### src/rtl/sec_ram_pkg.sv
package sec_ram_pkg;

  localparam int DATA_W = 8;

  // smallest C with 2^C - 1 >= DATA_W + C
  function automatic int chk_count(input int m);
    int c;
    c = 1;
    while (((1 << c) - 1) < (m + c)) c++;
    return c;
  endfunction

  localparam int CHK_W = chk_count(DATA_W);
  localparam int CW_W  = DATA_W + CHK_W;

  typedef logic [DATA_W-1:0] data_t;
  typedef logic [CHK_W-1:0]  chk_t;
  typedef logic [CW_W-1:0]   cw_t;

  function automatic bit is_chk_pos(input int p);
    return (p & (p - 1)) == 0;
  endfunction

  // scatter data bits over the non power-of-two positions, checks left zero
  function automatic cw_t place_data(input data_t d);
    cw_t cw;
    int  j;
    cw = '0;
    j  = 0;
    for (int p = 1; p <= CW_W; p++) begin
      if (!is_chk_pos(p)) begin
        cw[p-1] = d[j];
        j++;
      end
    end
    return cw;
  endfunction

  function automatic data_t pull_data(input cw_t cw);
    data_t d;
    int    j;
    d = '0;
    j = 0;
    for (int p = 1; p <= CW_W; p++) begin
      if (!is_chk_pos(p)) begin
        d[j] = cw[p-1];
        j++;
      end
    end
    return d;
  endfunction

  // check bit k is the parity of every data position whose index has bit k set
  function automatic chk_t calc_chk(input data_t d);
    cw_t  cw;
    chk_t c;
    cw = place_data(d);
    c  = '0;
    for (int k = 0; k < CHK_W; k++) begin
      for (int p = 1; p <= CW_W; p++) begin
        if (((p >> k) & 1) == 1) c[k] = c[k] ^ cw[p-1];
      end
    end
    return c;
  endfunction

  function automatic chk_t pull_chk(input cw_t cw);
    chk_t c;
    for (int k = 0; k < CHK_W; k++) c[k] = cw[(1 << k) - 1];
    return c;
  endfunction

  function automatic cw_t encode(input data_t d);
    cw_t  cw;
    chk_t c;
    cw = place_data(d);
    c  = calc_chk(d);
    for (int k = 0; k < CHK_W; k++) cw[(1 << k) - 1] = c[k];
    return cw;
  endfunction

endpackage

### src/rtl/sec_encoder.sv
module sec_encoder
  import sec_ram_pkg::*;
(
  input  data_t data,
  input  cw_t   inj_mask,
  output cw_t   cw
);

  cw_t clean_cw;

  assign clean_cw = encode(data);
  assign cw       = clean_cw ^ inj_mask;

endmodule

### src/rtl/sec_store.sv
module sec_store
  import sec_ram_pkg::*;
#(
  parameter int DEPTH  = 16,
  parameter int ADDR_W = $clog2(DEPTH)
) (
  input  logic              clk,
  input  logic              wr_en,
  input  logic [ADDR_W-1:0] wr_addr,
  input  cw_t               wr_cw,
  input  logic [ADDR_W-1:0] rd_addr,
  output cw_t               rd_cw
);

  cw_t mem [DEPTH];

  always_ff @(posedge clk) begin
    if (wr_en) mem[wr_addr] <= wr_cw;
  end

  // combinational fetch; the top registers the decoded result, so a
  // same-edge write is not yet visible (read-before-write)
  assign rd_cw = mem[rd_addr];

endmodule

### src/rtl/sec_decoder.sv
module sec_decoder
  import sec_ram_pkg::*;
(
  input  cw_t   cw,
  output data_t data,
  output chk_t  syndrome,
  output logic  corrected,
  output logic  uncorrectable
);

  data_t raw_data;
  chk_t  stored_chk;
  chk_t  fresh_chk;
  cw_t   flip_mask;
  cw_t   fixed_cw;
  logic  in_range;

  assign raw_data   = pull_data(cw);
  assign stored_chk = pull_chk(cw);
  assign fresh_chk  = calc_chk(raw_data);
  assign syndrome   = stored_chk ^ fresh_chk;

  for (genvar p = 1; p <= CW_W; p++) begin : g_flip
    assign flip_mask[p-1] = (syndrome == CHK_W'(p));
  end

  assign in_range      = |flip_mask;
  assign corrected     = in_range;
  assign uncorrectable = (syndrome != '0) && !in_range;
  assign fixed_cw      = cw ^ flip_mask;
  assign data          = pull_data(fixed_cw);

endmodule

### src/rtl/sec_ram.sv
module sec_ram
  import sec_ram_pkg::*;
#(
  parameter  int DEPTH  = 16,
  localparam int ADDR_W = $clog2(DEPTH)
) (
  input  logic              clk,
  input  logic              rst_n,
  input  logic              wr_en,
  input  logic [ADDR_W-1:0] wr_addr,
  input  logic [7:0]        wr_data,
  input  logic [11:0]       inj_mask,
  input  logic              rd_en,
  input  logic [ADDR_W-1:0] rd_addr,
  output logic              rd_valid,
  output logic [7:0]        rd_data,
  output logic              rd_corrected,
  output logic              rd_uncorrectable,
  output logic [3:0]        rd_syndrome
);

  cw_t   wr_cw;
  cw_t   fetched_cw;
  data_t dec_data;
  chk_t  dec_syndrome;
  logic  dec_corrected;
  logic  dec_uncorrectable;

  sec_encoder u_enc (
    .data     (wr_data),
    .inj_mask (inj_mask),
    .cw       (wr_cw)
  );

  sec_store #(.DEPTH(DEPTH), .ADDR_W(ADDR_W)) u_store (
    .clk     (clk),
    .wr_en   (wr_en),
    .wr_addr (wr_addr),
    .wr_cw   (wr_cw),
    .rd_addr (rd_addr),
    .rd_cw   (fetched_cw)
  );

  sec_decoder u_dec (
    .cw            (fetched_cw),
    .data          (dec_data),
    .syndrome      (dec_syndrome),
    .corrected     (dec_corrected),
    .uncorrectable (dec_uncorrectable)
  );

  always_ff @(posedge clk or negedge rst_n) begin
    if (!rst_n) begin
      rd_valid         <= 1'b0;
      rd_data          <= '0;
      rd_corrected     <= 1'b0;
      rd_uncorrectable <= 1'b0;
      rd_syndrome      <= '0;
    end else begin
      rd_valid <= rd_en;
      if (rd_en) begin
        rd_data          <= dec_data;
        rd_corrected     <= dec_corrected;
        rd_uncorrectable <= dec_uncorrectable;
        rd_syndrome      <= dec_syndrome;
      end else begin
        rd_corrected     <= 1'b0;
        rd_uncorrectable <= 1'b0;
        rd_syndrome      <= '0;
      end
    end
  end

endmodule

### config.mk
export PLATFORM = sky130hd
export DESIGN_NAME = sec_ram
export DESIGN_NICKNAME = d
export VERILOG_FILES = /design/src/rtl/sec_ram_pkg.sv /design/src/rtl/sec_encoder.sv /design/src/rtl/sec_store.sv /design/src/rtl/sec_decoder.sv /design/src/rtl/sec_ram.sv
export SDC_FILE = /design/constraint.sdc
export NUM_CORES = 1
export LEC_CHECK = 0
export ABC_AREA = 0
export ABC_CLOCK_PERIOD_IN_PS = 2600
export BUFFER_PORTS_ARGS = -buffer_cell sky130_fd_sc_hd__buf_2
export CAP_MARGIN = 0
export CORE_UTILIZATION = 45
export CTS_CLUSTER_SIZE = 28
export DETAILED_ROUTE_END_ITERATION = 12
export GPL_TIMING_DRIVEN = 0
export PLACE_DENSITY = 0.67
export SYNTH_ARGS = -nofsm -noshare
export SYNTH_HDL_FRONTEND = slang
export SYNTH_SLANG_ARGS = --single-unit
export TNS_END_PERCENT = 20
### constraint.sdc
create_clock -name clk -period 2.6 [get_ports clk]
set_input_delay 0 -clock clk [delete_from_list [all_inputs] [get_ports clk]]
set_output_delay 0 -clock clk [all_outputs]
set_load 0.01 [all_outputs]
Word-level counts from Yosys, hierarchy flattened

Memories as Yosys holds them, arrays and structs flattened.
Cells that the tools add are included.

Muxes and demuxes: 5
Equal/unequal tests: 12
Bitwise gates (word level): 31
Reductions and logical operators: 4

Operators by type and width:

| cell                                          | number |
|---|---|
| bitwise XOR 1 bit                             | 28 |
| bitwise XOR 12 bit                            | 2 |
| == test 4 bit, second input constant          | 5 |
| == test 4 x 3 -> 1 bit, second input constant | 4 |
| OR reduction 12 bit                           | 1 |
| == test 4 x 2 -> 1 bit, second input constant | 2 |
| == test 4 x 1 -> 1 bit, second input constant | 1 |
| two-way mux 1 bit                             | 4 |
| two-way mux 4 bit                             | 1 |
| nonzero test 4 bit                            | 1 |
| bitwise XOR 4 bit                             | 1 |
| logical AND 1 bit                             | 1 |
| logical NOT 1 bit                             | 1 |

Memories kept: 1
Output and inout bits: 15
Flip-flop bits (word level): 15
Logic and storage cells: 58
Bits in writable memories: 192
Input bits: 32

Memory list:

| memory      | words | width | read ports | clocked after memory_dff | wr ports | RTL line        | RTL |
|---|---|---|---|---|---|---|---|
| u_store.mem | 16    | 12    | 1          | 0                        | 1        | sec_store.sv:15 | `cw_t mem [DEPTH];` |

Depth between registers and ports, before layout

Gate-level depths: netlist of the first run.
An unclocked memory read counts as a cell.

Depth after elaboration: 11
Mapped depth: 10
Depth with buffers taken out: 7

Cells and area by module

Synthesis of the first run repeated with hierarchy kept, for this count alone.

Cells, all modules: 403
Area total of the unflattened synthesis: 8,524.4 um^2

By module, submodules not included:

| module      | instances | area each (um^2) | sequential area each (um^2) | cells each |
|---|---|---|---|---|
| sec_store   | 1         | 7,359.6          | 5,765.5                     | 317 |
| sec_ram     | 1         | 536.8            | 375.4                       | 30 |
| sec_decoder | 1         | 390.4            | 0.0                         | 36 |
| sec_encoder | 1         | 237.7            | 0.0                         | 20 |

Worst setup path after synthesis of the first run

Ideal clock, no wire load.

Kind: flip-flop to flip-flop
Start: mem u_store.mem[5][4] (netlist bit)
End: reg rd_data[7]
Path slack: -52 ps
Required time: 2,456 ps
Cell stages (with the launch flop): 7
Setup time: 144 ps
Period minus slack after synthesis: 2,652 ps
Path buffers: 0
Data arrival time: 2,507 ps
Cell sequence: edfxtp_1 -> mux4_1 -> mux4_2 -> xor2_1 -> xnor3_2 -> o41ai_2 -> o221ai_1

Word-level cells in the longest chain between the ends: 8
Elaborated cells between the ends (all ways): 11
Those cells by class: eq/ne (1); bitwise (9); memory (1)

Ends and longest elaborated chain:

| element                        | RTL line          | RTL |
|---|---|---|
| start, declared                | sec_store.sv:15   |  |
| memory read (16 x 12 bit) *    | -                 |  |
| bitwise XOR 1 bit (4 in a row) | sec_ram_pkg.sv:61 | `if (((p >> k) & 1) == 1) c[k] = c[k] ^ cw[p-1];` |
| bitwise XOR 4 bit *            | sec_decoder.sv:21 | `assign syndrome = stored_chk ^ fresh_chk;` |
| == test 4 bit *                | sec_decoder.sv:24 | `assign flip_mask[p-1] = (syndrome == CHK_W'(p));` |
| bitwise XOR 12 bit *           | sec_decoder.sv:30 | `assign fixed_cw = cw ^ flip_mask;` |
| end signal, assigned           | sec_ram.sv:62     | `rd_data <= dec_data;` |
| end, declared                  | sec_ram.sv:16     | `output logic [7:0] rd_data,` |

Mark *: on every way between the ends. The rest lies on a longest branch, timed or not.
A chain may end at the register's enable or synchronous reset.

Final worst setup path of the first run

Start: mem u_store.mem[9][4] (netlist bit)
End: reg rd_data[4]

Same word-level chain as after synthesis.

==> reports/qor.yml, run 1 <==
core_area_sq_um: 18710
diodes: 0
rr_worst_depth: 7
vdd_drop_max_v: 0.0004489
num_io_pins: 47
grt_pass1_vias: 4630
path_clk_slew_ps: 60
drv_cap: 0
cp.arrival_ps: 3180
wl_per_cell_um: 24.10
p_int_w: 0.006265
syn_to_final_growth_pct: 19.85
place_congestion: 0.7928
vias_per_cell: 5.853
cts.sinks: 207
cts_buffer_depth: 3
required_ps: 2950
instances_no_fill: 775
grt_first_pass_wirelength_um: 27850
tightest_slew_ps: 1280
hp-class: "input port to register"
r2r-start: "u_store.mem[9][4]"
synth_area_leaders: "edfxtp_1 67%, mux4_2 13%, dfrtp_1 4.4%"
finalNetCount: 558
grt_overflow: 0
start_kind: "register"
root_buffer: "clkbuf_16"
die_area_sq_um: 19660
cts_tree: "built"
layout_setup_ws_ps: -232.1
slew_violations: 0
dpl.hpwl_um: 11410
cp-endpoint: "rd_data[4]"
synth.distinct_cells: 40
ys_warn_count: 0
numCtsBuffers: 21
htree_levels: 1
dieWidth_um: 140.2
grt_usage_pct: 19.46
synthCells: 422
fill_cells: 1407
via_count: 4536
timing.critical_path.mode_cell: "mux4_2"
regToRegSetupSlack_ps: -230
io_buffers: 46
core.rowCount: 50
place_area_sq_um: 9246
die_h_um: 140.2
slew_headroom_pct: 14.09
async_flop_share_pct: 7.246
setup_violations: 10
power.leakage_nw: 3.511
final_hold_viol_count: 0
drive_gt1_share_pct: 41.77
fin_crit_ps: 2832
netSwitchingPower_w: 0.002248
synth_top_cell_by_area: "edfxtp_1"
routed_wl_um: 18680
initial_core_util_pct: 45.97
avgSynthCellArea_sq_um: 20.37
crit_path_max_incr_delay_ps: 580
end_kind: "register"
antenna_found_initial: 0
postLayoutCellArea_sq_um: 10300
crit_slowest_cell: "mux4_2"
max_freq_ghz: 0.3531
synth_area_sq_um: 8598
rsz0062_at_grt: "true"
min_period_over_period_pct: 108.9
timing.rr.end: "rd_data[4]"
ys_seq_area_share_pct: 71.42
critical_path_class: "register to register"
grt_max_degree: 17
clk_latency_ps: 490
finClkSkew_ps: 11.43
crit_start: "u_store.mem[9][4]"
outcome: "finished, violations left"
synth-edff-count: 192
syn_nets: 454
combinationalPowerShare_pct: 20.7
first_pass_iters: 5
seqPwrFrac_pct: 46.4
drt_iter0_drc: 329
drcViolationCount: 0
synth.top_cell.area_share_pct: 67.05
ant_nets: 0
ys_ff_latch: 207
violations: "negative setup slack"
dp_cells: 708
clkPwrFrac_pct: 33.0
ys.flop_type: "edfxtp_1"
switching_share_pct: 26.40
powerDensity_nw_per_um2: 826.1
cp_cell_sequence: "mux4_2 -> mux4_2 -> buf_4 -> xnor2_4 -> xnor3_2 -> o41ai_2 -> o221ai_1"
path_max_fanout: 8
-- cell families (layout without fill, tap and decap cells) --
logic type	after synthesis	count (layout)	share of synthesized area (%)
multiplexers	50	50	13.18
AO/OA/AOI/OAI	37	37	4.118
flip-flops	207	207	71.42
buffers and inverters	18	136	1.368
XOR/XNOR	42	43	5.995
AND/OR/NAND/NOR	68	68	3.914
-- cell usage in the layout (no fill, tap or decap), types with 4 or more instances in the layout --
cell type	n
nor3_2	4
xnor3_2	9
a41oi_2	4
nor4_2	4
clkbuf_16	21
edfxtp_1	192
a221o_1	6
xor2_1	10
clkbuf_1	6
xnor2_2	4
nand2_1	13
xor2_2	5
buf_6	11
xnor2_1	13
buf_4	18
a22oi_1	10
nor2_1	12
buf_2	48
a22oi_2	4
nor2_2	14
dfrtp_1	15
clkinv_2	7
a22o_1	5
clkinv_1	5
dlygate4sd3_1	6
mux4_2	50
-- worst max-delay path: cells and delay by family (launching register included) --
kind | cells | cell delay (ps)
buffers and inverters | 1 | 200
AO/OA/AOI/OAI | 2 | 480
XOR/XNOR | 2 | 570
flip-flops | 1 | 380
multiplexers | 2 | 1060
-- registers in the layout, indices dropped and copies added (netlist names) --
register and flops:
rd_uncorrectable 1, rd_syndrome 4, rd_corrected 1, rd_valid 1, rd_data 8, u_store.mem 192
-- power by group through the flow --
stage               clock, W  sequential [W]  combinational [W]
floorplan                  0         0.00405           0.000807
global placement           0         0.00401            0.00117
detailed placement         0         0.00402            0.00122
CTS                  0.00284         0.00395            0.00153
global route         0.00295         0.00396            0.00185
finish               0.00281         0.00395            0.00176
-- through the flow --
stage	util [%]	worst slack, ps	hold slack [ps]	TNS (ps)	total power, W
finish	55.09	-232.1	57.38	-1949	0.008513
global route	55.09	-318.5	100.3	-2741	0.008771
CTS	54.30	-215.3	61.97	-1941	0.008324
detailed placement	49.43	-785.1	-87.52	-6816	0.005244
global placement	48.76	-760.1	-102.2	-13340	0.005187
floorplan	-	-12.46	-295.6	-12.46	0.004854
-- final cells by class --
cell class / count / area [sq um] / share of cell area (%)
clock buffer: 23 / 533.0 / 5.172
inverter: 3 / 11.26 / 0.1093
clock inverter: 15 / 103.9 / 1.008
timing repair buffer: 80 / 549.3 / 5.330
sequential: 207 / 6141 / 59.59
buffer: 15 / 110.1 / 1.068
tap: 234 / 292.8 / 2.841
multi-input combinational: 198 / 2564 / 24.88
-- worst min path at each step --
stage | to | slack, ps | cells past startpoint | from
after floorplan | rd_corrected | -300 | 0 | rst_n
after global placement | rd_data[7] | -100 | 1 | rst_n
after detailed placement | rd_data[3] | -90 | 1 | rst_n
after CTS | u_store.mem[3][9] | 60 | 2 | inj_mask[9]
after global routing | u_store.mem[3][9] | 100 | 2 | inj_mask[9]
final | u_store.mem[3][9] | 60 | 2 | inj_mask[9]
-- routing by layer --
layer  track usage [%]  part of all wire (%)
met4             6.189                   3.0
met5                 0                     0
met2             32.26                    49
met3             3.077                   5.7
met1             26.60                    43
-- Yosys cell counts, drive strengths merged (4+ instances only) --
| cell | instances |
|---|---|
| a22oi | 14 |
| mux4 | 50 |
| edfxtp | 192 |
| xor2 | 15 |
| buf | 10 |
| a41oi | 6 |
| xnor3 | 8 |
| xnor2 | 19 |
| dfrtp | 15 |
| nand2 | 17 |
| nor3 | 4 |
| a221o | 6 |
| nor2 | 28 |
| nor4 | 7 |
| clkbuf | 5 |
| a22o | 5 |
-- repair_timing --
item / CTS / global route
buffers inserted: 19 / 3
endpoints found under the hold margin: 26 / 0
gates cloned: 0 / 1
hold buffers: 6 / 0
gates resized for setup: 17 / 17
endpoints found under the setup margin: 10 / 11
pin swaps: 14 / 11
(Power assumes the default switching activity.)
==> inputs of run 2 (changes only) <==
- CORE_MARGIN: not set -> 2
==> reports/qor.yml, run 2 (same netlist as run 1, synthesis figures left out) <==
drive_gt1_share_pct: 39.26  # -2.5 points
place_area_sq_um: 9259  # +0.14%
mostFrequentLayoutCells: "192 x edfxtp_1, 49 x mux4_2, 48 x buf_2"
drv_cap: 0  # unchanged
wl_per_cell_um: 25.03  # +3.9%
required_ps: 3050  # +100 ps
core.rowCount: 50  # unchanged
path_max_fanout: 5  # -3
violations: "negative setup slack"
layout_setup_ws_ps: -346.0  # -113.9 ps
finalNetCount: 556  # -0.36%
register_area_sq_um: 6141  # unchanged
grt_usage_pct: 19.19  # -0.27 points
final_hold_viol_count: 0  # unchanged
holdPathStages: 2  # unchanged
start_kind: "register"
top_regs: "u_store.mem: 192 flops, rd_data: 8 flops, rd_syndrome: 4 flops"
drcViolationCount: 0  # unchanged
place_congestion: 0.7582  # -4.4%
drt_iter0_drc: 462  # +40%
dieWidth_um: 142.2  # +1.4%
rr_worst_depth: 7  # unchanged
hp-class: "input port to register"
powerDensity_nw_per_um2: 827.0  # +0.10%
ant_nets: 0  # unchanged
htree_levels: 1  # unchanged
grt_max_degree: 17  # unchanged
postLayoutCellArea_sq_um: 10310  # about the same
cp_cell_sequence: "mux4_2 -> mux4_2 -> xnor2_2 -> xnor3_2 -> buf_4 -> nor4_4 -> a221o_1"
routed_wl_um: 19370  # +3.7%
fin_crit_ps: 2946  # +113.9 ps
syn_to_final_growth_pct: 19.97  # about the same
diodes: 0  # unchanged
dpl.hpwl_um: 11600  # +1.7%
mostFrequentLayoutCell: "edfxtp_1"
setup_violations: 11  # +1
num_io_pins: 47  # unchanged
grt_pass1_vias: 4665  # +0.76%
cp.arrival_ps: 3390  # +210 ps
critical_path_class: "register to register"
cts_tree: "built"
outcome: "finished, violations left"
grt_overflow: 0  # unchanged
power.leakage_nw: 3.521  # +0.30%
timing.critical_path.mode_cell: "mux4_2"
fill_cells: 1394  # -0.92%
min_period_over_period_pct: 113.3  # +4.4 points
root_buffer: "clkbuf_16"
largest_register: "u_store.mem"
end_kind: "register"
vias_per_cell: 5.946  # +1.6%
slew_headroom_pct: 14.86  # +0.77 points
initial_core_util_pct: 45.97  # unchanged
numCtsBuffers: 22  # +4.8%
via_count: 4602  # +1.5%
tightest_slew_ps: 1268  # -11.49 ps
vdd_drop_max_v: 0.0004692  # +4.5%
slew_violations: 0  # unchanged
multi_input_area_sq_um: 2550  # -0.54%
grt_first_pass_wirelength_um: 28400  # +2.0%
antenna_found_initial: 0  # unchanged
first_pass_iters: 5  # unchanged
crit_path_max_incr_delay_ps: 590  # about the same
io_buffers: 46  # unchanged
die_area_sq_um: 20230  # +2.9%
path_clk_slew_ps: 60  # about the same
crit_slowest_cell: "mux4_2"
cts.sinks: 207  # unchanged
final_util_pct: 55.14  # about the same
die_h_um: 142.2  # +1.4%
core_area_sq_um: 18710  # unchanged
rsz0062_at_grt: "true"
max_freq_ghz: 0.3394  # -3.9%
cts_buffer_depth: 3  # unchanged
clk_latency_ps: 520  # +30 ps
largest_reg_flops: 192  # unchanged
finClkSkew_ps: 18.94  # +7.511 ps
## run 2: area by class of cell
class                      instances  share of cell area (%)
inverter                           3                  0.1092
multi-input combinational        199                   24.72
sequential                       207                   59.53
clock buffer                      26                   5.483
buffer                            15                   1.067
tap                              234                   2.838
clock inverter                    14                   1.249
timing repair buffer              76                   4.998
## run 2: path summary, 6_finish.rpt
kind                                        start            endpoint  slack (ps)
worst max-delay path            u_store.mem[3][9]          rd_data[1]        -350
worst min-delay path                 inj_mask[10]  u_store.mem[4][10]          50
worst max register to register  u_store.mem[3][9]          rd_data[1]        -350
worst min register to register         rd_data[1]          rd_data[1]         520
max in group asynchronous                   rst_n      rd_syndrome[2]        1620
min in group asynchronous                   rst_n          rd_data[4]         580
## run 2: where the power goes
group	switching [W]	leakage (nW)	internal, W	total, W
logic	0.000934	1.27	0.000675	0.00161
registers	0.0000453	1.92	0.00390	0.00395
clock network	0.00129	0.326	0.00168	0.00297
## run 2: metrics by stage
stage / instances / power [W] / hold WS (ps) / TNS, ps / setup WS (ps)
final: 774 / 0.008530 / 49.66 / -3072 / -346.0
after global routing: 774 / 0.008767 / 81.88 / -3794 / -424.9
after global placement: 702 / 0.005181 / -101.5 / -10860 / -726.2
after detailed placement: 709 / 0.005249 / -89.71 / -6685 / -741.9
after CTS: 765 / 0.008347 / 31.84 / -2173 / -254.2
after floorplan: 422 / 0.004854 / -295.6 / -12.46 / -12.46
## run 2: per-layer routing
layer / global-route usage (%) / part of all wire (%) / vias up
met3: 3.129 / 6.8 / 50
met4: 5.368 / 2.9 / 0
li1: - / - / 1952
met5: 0 / 0 / -
met2: 30.82 / 48 / 245
met1: 27.55 / 42 / 2355
## run 2: worst max-delay path: cells and delay by family, from the launching register on
family | cells | cell delay (ps)
multiplexers | 2 | 1090
XOR/XNOR | 2 | 710
flip-flops | 1 | 400
AND/OR/NAND/NOR | 1 | 280
buffers and inverters | 1 | 190
AO/OA/AOI/OAI | 1 | 180
## run 2: repair_timing
action	CTS	global route
pin swaps	10	8
gates resized for setup	15	10
hold buffers	6	0
setup buffers	9	8
cloned	1	1
hold endpoints to repair	32	0
setup endpoints to repair	10	12
==> inputs of run 3 (changes only) <==
- CELL_PAD_IN_SITES_DETAIL_PLACEMENT: not set -> 0
- CELL_PAD_IN_SITES_GLOBAL_PLACEMENT: not set -> 1
- PLACE_DENSITY: 0.67 -> 0.74
==> reports/qor.yml, run 3 (same netlist as run 1, synthesis figures left out) <==
outcome: "finished, violations left"
violations: "negative setup slack"
final_hold_viol_count: 0  # unchanged
power_w: 0.008551  # +0.24%
timing.critical_path.mode_cell: "mux4_2"
dieWidth_um: 142.2  # unchanged
fill_cells: 1379  # -1.1%
powerDensity_nw_per_um2: 826.3  # about the same
first_pass_iters: 4  # -1
rr_worst_depth: 7  # unchanged
cp_cell_sequence: "mux4_2 -> mux4_2 -> xor2_2 -> xnor3_2 -> buf_6 -> a41oi_2 -> a221o_1"
crit_buf_inv: 1  # unchanged
diodes: 0  # unchanged
tns_ps: -1269  # +1803 ps
via_count: 4622  # +0.43%
rsz0062_at_grt: "true"
required_ps: 2980  # -70 ps
core.rowCount: 50  # unchanged
finClkSkew_ps: 11.77  # -7.166 ps
min_period_over_period_pct: 107.3  # -6.0 points
vias_per_cell: 5.995  # +0.83%
setup_violations: 10  # -1
worst_hold_slack_ps: 35.46  # -14.20 ps
place_congestion: 0.7352  # -3.0%
vdd_drop_max_v: 0.0005911  # +26%
root_buffer: "clkbuf_16"
mostFrequentLayoutCell: "edfxtp_1"
mostFrequentLayoutCells: "192 x edfxtp_1, 50 x mux4_2, 48 x buf_2"
drcViolationCount: 0  # unchanged
grt_first_pass_wirelength_um: 28640  # +0.83%
drv_cap: 0  # unchanged
cts_tree: "built"
crit_start: "u_store.mem[11][4]"
crit_path_max_incr_delay_ps: 580  # about the same
cp.arrival_ps: 3170  # -220 ps
largest_reg_flops: 192  # unchanged
drt_iter0_drc: 466  # +0.87%
path_clk_slew_ps: 60  # about the same
top_regs: "u_store.mem: 192 flops, rd_data: 8 flops, rd_syndrome: 4 flops"
max_freq_ghz: 0.3585  # +5.6%
r2r-start: "u_store.mem[11][4]"
num_io_pins: 47  # unchanged
critical_path_class: "register to register"
dpl.hpwl_um: 11770  # +1.4%
grt_pass1_vias: 4605  # -1.3%
holdPathStages: 2  # unchanged
die_area_sq_um: 20230  # unchanged
htree_levels: 1  # unchanged
slew_headroom_pct: 9.834  # -5.0 points
syn_to_final_growth_pct: 20.36
crit_slowest_cell: "mux4_2"
layout_setup_ws_ps: -189.3  # +156.7 ps
cts_buffer_depth: 3  # unchanged
dp_cells: 713  # +0.56%
drive_gt1_share_pct: 39.85  # +0.59 points
instances_no_fill: 771  # -0.39%
largest_register: "u_store.mem"
die_h_um: 142.2  # unchanged
start_kind: "register"
io_buffers: 46  # unchanged
regToRegSetupSlack_ps: -190  # +160 ps
hold_start: "wr_addr[0]"
crit_cells: 7  # unchanged
core_area_sq_um: 18710  # unchanged
end_kind: "register"
grt_overflow: 0  # unchanged
fin_crit_ps: 2789  # -156.7 ps
antenna_found_initial: 0  # unchanged
path_max_fanout: 8  # +3
cts.sinks: 207  # unchanged
wl_per_cell_um: 24.91  # -0.46%
ant_nets: 0  # unchanged
routed_wl_um: 19210  # -0.85%
initial_core_util_pct: 45.97  # unchanged
tightest_slew_ps: 1348  # +79.46 ps
grt_max_degree: 17  # unchanged
hp-class: "input port to register"
critical_path.top_delay_family: "multiplexers"
numCtsBuffers: 22  # unchanged
clk_latency_ps: 500  # -20 ps
finalNetCount: 553  # -0.54%
grt_usage_pct: 19.45  # +0.26 points
slew_violations: 0  # unchanged
power.leakage_nw: 3.529  # +0.22%
## run 3: repair_timing
| action | CTS | global route |
|---|---|---|
| gates resized for setup | 18 | 8 |
| pin swaps | 13 | 1 |
| endpoints found under the hold margin | 21 | 0 |
| setup endpoints to repair | 10 | 10 |
| buffers inserted | 10 | 0 |
| gates cloned | 2 | 0 |
| hold buffers | 5 | 0 |
## run 3: final timing paths
check / to
worst min-delay path: u_store.mem[12][6]
worst max register to register: rd_data[6]
max in group asynchronous: rd_syndrome[3]
worst max-delay path: rd_data[6]
min in group asynchronous: rd_uncorrectable
worst min register to register: rd_data[0]
## run 3: power breakdown
| part | leakage (nW) | internal, W | total (W) | switching (W) |
|---|---|---|---|---|
| Sequential | 1.92 | 0.00390 | 0.00395 | 0.0000454 |
| Clock | 0.345 | 0.00182 | 0.00309 | 0.00127 |
| Combinational | 1.26 | 0.000624 | 0.00151 | 0.000886 |
| Total | 3.53 | 0.00635 | 0.00855 | 0.00220 |
## run 3: area by class of cell
| type | count | area (sq um) | share of cell area (%) |
|---|---|---|---|
| plain buffers | 15 | 110.1 | 1.064 |
| flip-flops and latches | 207 | 6141 | 59.34 |
| clock inverters | 14 | 135.1 | 1.306 |
| clock buffers | 26 | 586.8 | 5.670 |
| repair buffers | 73 | 516.7 | 4.993 |
| multi-input cells | 199 | 2555 | 24.69 |
| well taps | 234 | 292.8 | 2.829 |
| inverters | 3 | 11.26 | 0.1088 |
## run 3: metal layers
metal | wire length [um] | up-vias | share of wire [%] | GRT usage, %
li1 | - | 1954 | - | -
met1 | 8225 | 2437 | 43 | 28.20
met2 | 9377 | 209 | 49 | 31.60
met3 | 1369 | 22 | 7.1 | 3.230
met4 | 235 | 0 | 1.2 | 3.947
met5 | 0 | - | 0 | 0
## run 3: metrics by stage
stage          setup slack, ps  utilization, %  area (sq um)
5_1_grt                 -265.6           55.32         10350
3_5_place_dp            -810.3           49.76          9308
2_1_floorplan           -12.46               -          8598
6_report                -189.3           55.32         10350
3_3_place_gp            -737.2           48.76          9121
4_1_cts                 -180.6           55.07         10300
## run 3: worst reg2reg max path, cell delays in order, from the launching register on
cell and delay [ps]:
edfxtp_1 370, mux4_2 490, mux4_2 580, xor2_2 190, xnor3_2 530, buf_6 150, a41oi_2 100, a221o_1 280
